`config.mk`:
```
export PLATFORM = sky130hd
export DESIGN_NAME = slut_core
export DESIGN_NICKNAME = d
export VERILOG_FILES = /design/src/rtl/slut_pkg.sv /design/src/rtl/slut_half.sv /design/src/rtl/slut_merge.sv /design/src/rtl/slut_regstage.sv /design/src/rtl/slut_core.sv
export SDC_FILE = /design/constraint.sdc
export NUM_CORES = 1
export LEC_CHECK = 0
export BUFFER_PORTS_ARGS = -buffer_cell sky130_fd_sc_hd__clkbuf_2
export CORE_AREA = 2 2 39 41
export DETAILED_ROUTE_END_ITERATION = 10
export DIE_AREA = 0 0 41 43
export GPL_TIMING_DRIVEN = 0
export PLACE_DENSITY = 0.58
export SLEW_MARGIN = 40
export SYNTH_ARGS = -nofsm -noshare
export SYNTH_HDL_FRONTEND = slang
export SYNTH_SLANG_ARGS = --single-unit
```
`constraint.sdc`:
```
create_clock -name clk -period 3.75 [get_ports clk]
set_input_delay 0.75 -clock clk [delete_from_list [all_inputs] [get_ports clk]]
set_output_delay 0.75 -clock clk [all_outputs]
set_load 0.02 [all_outputs]
```
`src/rtl/slut_pkg.sv`:
```
package slut_pkg;
  // Number of result bits that may be registered (A, B, C)
  localparam int unsigned SLUT_NRES = 3;

  typedef struct packed {
    logic a;
    logic b;
    logic c;
  } slut_res_t;
endpackage

```
`src/rtl/slut_half.sv`:
```
// One half-table: a 2**AW entry table addressed by AW inputs.
module slut_half #(
  parameter int unsigned AW = 3,
  localparam int unsigned DEPTH = 1 << AW
) (
  input  logic [DEPTH-1:0] contents,
  input  logic [AW-1:0]    addr,
  output logic             bit_o
);
  assign bit_o = contents[addr];
endmodule

```
`src/rtl/slut_merge.sv`:
```
// Forms the A/B/C results from the two half-table bits.
module slut_merge
  import slut_pkg::*;
(
  input  logic      lo_bit,
  input  logic      hi_bit,
  input  logic      sel_hi,
  input  logic      split,
  output slut_res_t res
);
  always_comb begin
    res.a = lo_bit;
    res.b = hi_bit;
    if (split) res.c = lo_bit | hi_bit;
    else       res.c = sel_hi ? hi_bit : lo_bit;
  end
endmodule

```
`src/rtl/slut_regstage.sv`:
```
// Per-bit optional register stage with bypass.
module slut_regstage #(
  parameter int unsigned W = 3
) (
  input  logic         clk,
  input  logic         rst,
  input  logic         sync,
  input  logic [W-1:0] d,
  output logic [W-1:0] q
);
  for (genvar i = 0; i < W; i++) begin : g_bit
    logic r;
    always_ff @(posedge clk) begin
      if (rst) r <= 1'b0;
      else     r <= d[i];
    end
    assign q[i] = sync ? r : d[i];
  end
endmodule

```
`src/rtl/slut_core.sv`:
```
module slut_core
  import slut_pkg::*;
#(
  parameter int unsigned HALF_AW = 3,
  localparam int unsigned IN_W  = HALF_AW + 1,
  localparam int unsigned HALF_D = 1 << HALF_AW,
  localparam int unsigned TBL_W = 2 * HALF_D
) (
  input  logic             clk,
  input  logic             rst,
  input  logic [IN_W-1:0]  lut_in,
  input  logic [TBL_W-1:0] table_word,
  input  logic             split_mode,
  input  logic             sync_mode,
  output logic             out_a,
  output logic             out_b,
  output logic             out_c,
  output logic             out_b_async
);
  logic [1:0] half_bit;

  for (genvar h = 0; h < 2; h++) begin : g_half
    slut_half #(.AW(HALF_AW)) u_half (
      .contents (table_word[h*HALF_D +: HALF_D]),
      .addr     (lut_in[HALF_AW-1:0]),
      .bit_o    (half_bit[h])
    );
  end

  slut_res_t comb_res;
  slut_merge u_merge (
    .lo_bit (half_bit[0]),
    .hi_bit (half_bit[1]),
    .sel_hi (lut_in[HALF_AW]),
    .split  (split_mode),
    .res    (comb_res)
  );

  logic [SLUT_NRES-1:0] stage_q;
  slut_regstage #(.W(SLUT_NRES)) u_regs (
    .clk  (clk),
    .rst  (rst),
    .sync (sync_mode),
    .d    (comb_res),
    .q    (stage_q)
  );

  slut_res_t out_res;
  assign out_res     = slut_res_t'(stage_q);
  assign out_a       = out_res.a;
  assign out_b       = out_res.b;
  assign out_c       = out_res.c;
  assign out_b_async = half_bit[1];
endmodule

```
Yosys cells after proc, flatten, opt, wreduce, memory -nomap -nowiden
Index checks and enable logic that the tools add are counted.

Magnitude comparators: 1. Multiplexer cells: 9. Bitwise gates (word level): 1.

Operators with widths (count): two-way mux 1 bit (7); binary-select mux 1 bit (select 3 bit) (2); < comparator 3 x 4 -> 1 bit, second input constant (1); OR 1 bit (1).

Flip-flop bits (word level): 3. Bits of input ports: 24. Word-level logic and storage cells: 14.

Logic depth before layout (Yosys ltp)
Depth after elaboration: 5. Mapped depth: 4. Gate-level depth less buffers: 4.

Hierarchy
Synthesis repeated with hierarchy kept, for this count alone.

Cells, all modules: 21. Area total of the unflattened synthesis: 276.5 um2.

By module, submodules not included: slut_half (times used 2, cells an instance 3, area each 63.8 um2, sequential area each 0.0 um2); slut_regstage (times used 1, cells an instance 9, area each 112.6 um2, sequential area each 60.1 um2); slut_merge (times used 1, cells an instance 6, area each 36.3 um2, sequential area each 0.0 um2).

Worst setup path after synthesis
OpenSTA, ideal clock, no wires.

Path kind: input to output. Start point: input port lut_in[0]. End point: output port out_c. Arrival: 1917 ps. Data required time: 3000 ps. Path slack: 1083 ps. Cell stages on the path: 4. Path buffers: 0. Cell sequence: mux4_1 mux2_4 a21oi_1 o31ai_1.

Word-level cells in the longest chain between the ends: 5. Elaborated cells on any way between the ends: 8.

Ends and longest elaborated chain: from (decl) (RTL line slut_core.sv:11) `input logic [IN_W-1:0] lut_in,`; binary-select mux 1 bit (select 3 bit) * (RTL line slut_half.sv:10) `assign bit_o = contents[addr];`; two-way mux 1 bit (not written as such) * (RTL line slut_half.sv:10); named net out_b_async (RTL line slut_core.sv:18) `output logic out_b_async`; two-way mux 1 bit or OR 1 bit (tied branches) (RTL line slut_merge.sv:15, slut_merge.sv:14); two-way mux 1 bit * (RTL line slut_merge.sv:14) `if (split) res.c = lo_bit | hi_bit;`; two-way mux 1 bit * (RTL line slut_regstage.sv:17) `assign q[i] = sync ? r : d[i];`; to (decl) (RTL line slut_core.sv:17) `output logic out_c,`.

Mark *: on every way through the listed nets, which the timed path passes. The rest lies on a longest branch. The select of a mux whose other input is x is not followed.

Final worst setup path
Start point: input port lut_in[0]. End point: output port out_c.

Word-level cells in the longest chain between the ends: 5. Elaborated cells on any way between the ends: 8.

Ends and longest elaborated chain (RTL line): binary-select mux 1 bit (select 3 bit) (slut_half.sv:10); two-way mux 1 bit (not written as such) (slut_half.sv:10); two-way mux 1 bit or OR 1 bit (tied branches) (slut_merge.sv:15, slut_merge.sv:14); two-way mux 1 bit * (slut_merge.sv:14); two-way mux 1 bit * (slut_regstage.sv:17).

Every way passes the cells marked *; elsewhere a longest branch is shown, timed or not. The select of a mux whose other input is x is not followed.

==> metrics <==
Placed Area 419 um2; CTS Buffer Depth 2; largest reg by FF count u_regs.g_bit.r; Horiz. Die Dim 41 um; Compound-Gate Fraction of Synth Area 4.74%; drt wl/cell 10.1 um; Post-CTS Setup Inserts 0; CTS resizes 0; via/cell ratio 4.52; Diodes inserted 0; TritonCTS Buffers 3; CTS tree yes; Fin Setup TNS 0 ns; I/O pins 28; Synth cell types 11; crit path DAT 2.18 ns; CTS root buf clkbuf_4; RSZ-0062 raised after global routing false; Area Overhead vs Synth 68.7%; share of cells above drive strength 1 70.0%; fin area 445 um2; Worst Max-Slew Pin Slew 0.182 ns; GP Congestion 0.663; DRC violations left 0; Pwr Density 318 nW/um2; Worst Setup End Kind primary output; First-pass DRT Iterations 4; Vert. Die Dim 43 um; Synth area leader mux4_1; Initial Utilization 19.1%; placed insts 62; syn nets 43; Design Power 0.142 mW; number of flip-flops under the largest register name 3; adder-cell share of the synthesized area 0%; Sink Count 3; hold buffers post-CTS 0; worst setup margin 0.817 ns; post-synthesis mux area share 58.3%; Total GRT Usage 8.39%; largest family of logic cells by synthesized area multiplexers; Antenna Nets Post-Route 0; first-pass GRT wire length 945 um; Relative slew margins 87.7%; CP max FO 4; critical path class input port to primary output; Post-Synthesis Cells 19; via count 298; hold crit path type input port to flip-flop; CP required 3.00 ns; clock-pin slew on the worst setup and hold paths 0.04 ns; post-synth top area share 39.8%; Yosys warnings 0; die area 1760 um2; outcome finished clean; final wirelength 669 um; CTS H-tree depth 1; largest net degree at the start of global routing 5; Lkg Pwr 0.231 nW; floorplan row count 14; Final Max Tran Viols 0; worst vdd ir 0.0646 mV; Synth Area in Simple Gates 14.2%; Final Non-Filler Cells 66; biggest regs u_regs.g_bit.r x3; Synth area leaders mux4_1 40%, dfxtp_1 23%, mux2_2 13%; PortBufs 27; Remaining Overflow, GRT 0; Final min period 2.93 ns; dpl ws 0.807 ns; FF+latch count, synth 3; Fin. Hold Viols 0; Max Clk Rate 341 MHz; Final nets 75; vias in the first global route 279; Starting DRT DRC Count 1; xor and xnor area share after synthesis 0%; total of max-cap violations 0; Seq/Total Area, Yosys 22.7%; setup violators final 0; core area 1380 um2; initial antenna violation count 0; syn_area_per_cell 13.9 um2; crit share post-route 78.2%; Synth Cell Area 264 um2; Setup crit start kind input port
metal layers:
| metal | up-vias | global-route usage, % | routed length (um) |
|---|---|---|---|
| met5 | - | 0 | 0 |
| met4 | 0 | 10.0 | 18 |
| met3 | 2 | 2.62 | 126 |
| met2 | 30 | 13.4 | 282 |
| met1 | 122 | 6.58 | 242 |
| li1 | 144 | - | - |
through the flow:
stage	hold slack (ns)	util [%]
2_1_floorplan	0.822	-
3_3_place_gp	0.957	30.3
3_5_place_dp	0.959	30.3
4_1_cts	0.710	32.2
5_1_grt	0.715	32.2
6_report	0.719	32.2
power by group:
group	internal [mW]	leakage [nW]	switching (mW)	total [mW]
Combinational	0.0271	0.190	0.0220	0.0491
Sequential	0.0354	0.0250	0.000739	0.0361
Clock	0.0399	0.0150	0.0165	0.0563
area by class of cell:
class / instances / area (um2)
fill: 147 / 938
multi-input combinational: 16 / 204
timing repair buffer: 27 / 135
sequential: 3 / 60.1
clock buffer: 4 / 26.3
tap: 16 / 20.0
critical path, stage by stage:
cell      delay (ns)
clkbuf_2        0.14
mux4_1          0.55
mux2_2          0.31
a21oi_1         0.19
o31ai_1         0.08
clkbuf_2        0.15
logic make-up after synthesis:
| group | Yosys count |
|---|---|
| muxes | 8 |
| AOI/OAI and AO/OA | 2 |
| DFF | 3 |
| and+or+nand+nor | 6 |
cells in the final DEF (no fill, tap or decap):
cell	Yosys	routed
mux2_2	3	3
dfxtp_1	3	3
nor3_1	1	1
nand2b_1	1	1
clkbuf_2	0	27
mux4_1	4	4
o31ai_1	1	1
nor2b_1	2	2
mux2_4	1	1
a21oi_1	1	1
clkbuf_4	0	3
nor3_2	1	1
clkbuf_1	0	1
nand2_1	1	1
synth_stat cells:
cell type,count
a21oi_1,1
dfxtp_1,3
mux2_2,3
mux2_4,1
mux4_1,4
nand2_1,1
nand2b_1,1
nor2b_1,2
nor3_1,1
nor3_2,1
o31ai_1,1
final timing paths:
check,from,end,slack [ns],depth (start not counted)
setup / recovery,lut_in[0],out_c,0.82,6
hold / removal,rst,u_regs.g_bit[2].r,0.72,2
No activity file was read; power rests on OpenSTA's default activity.
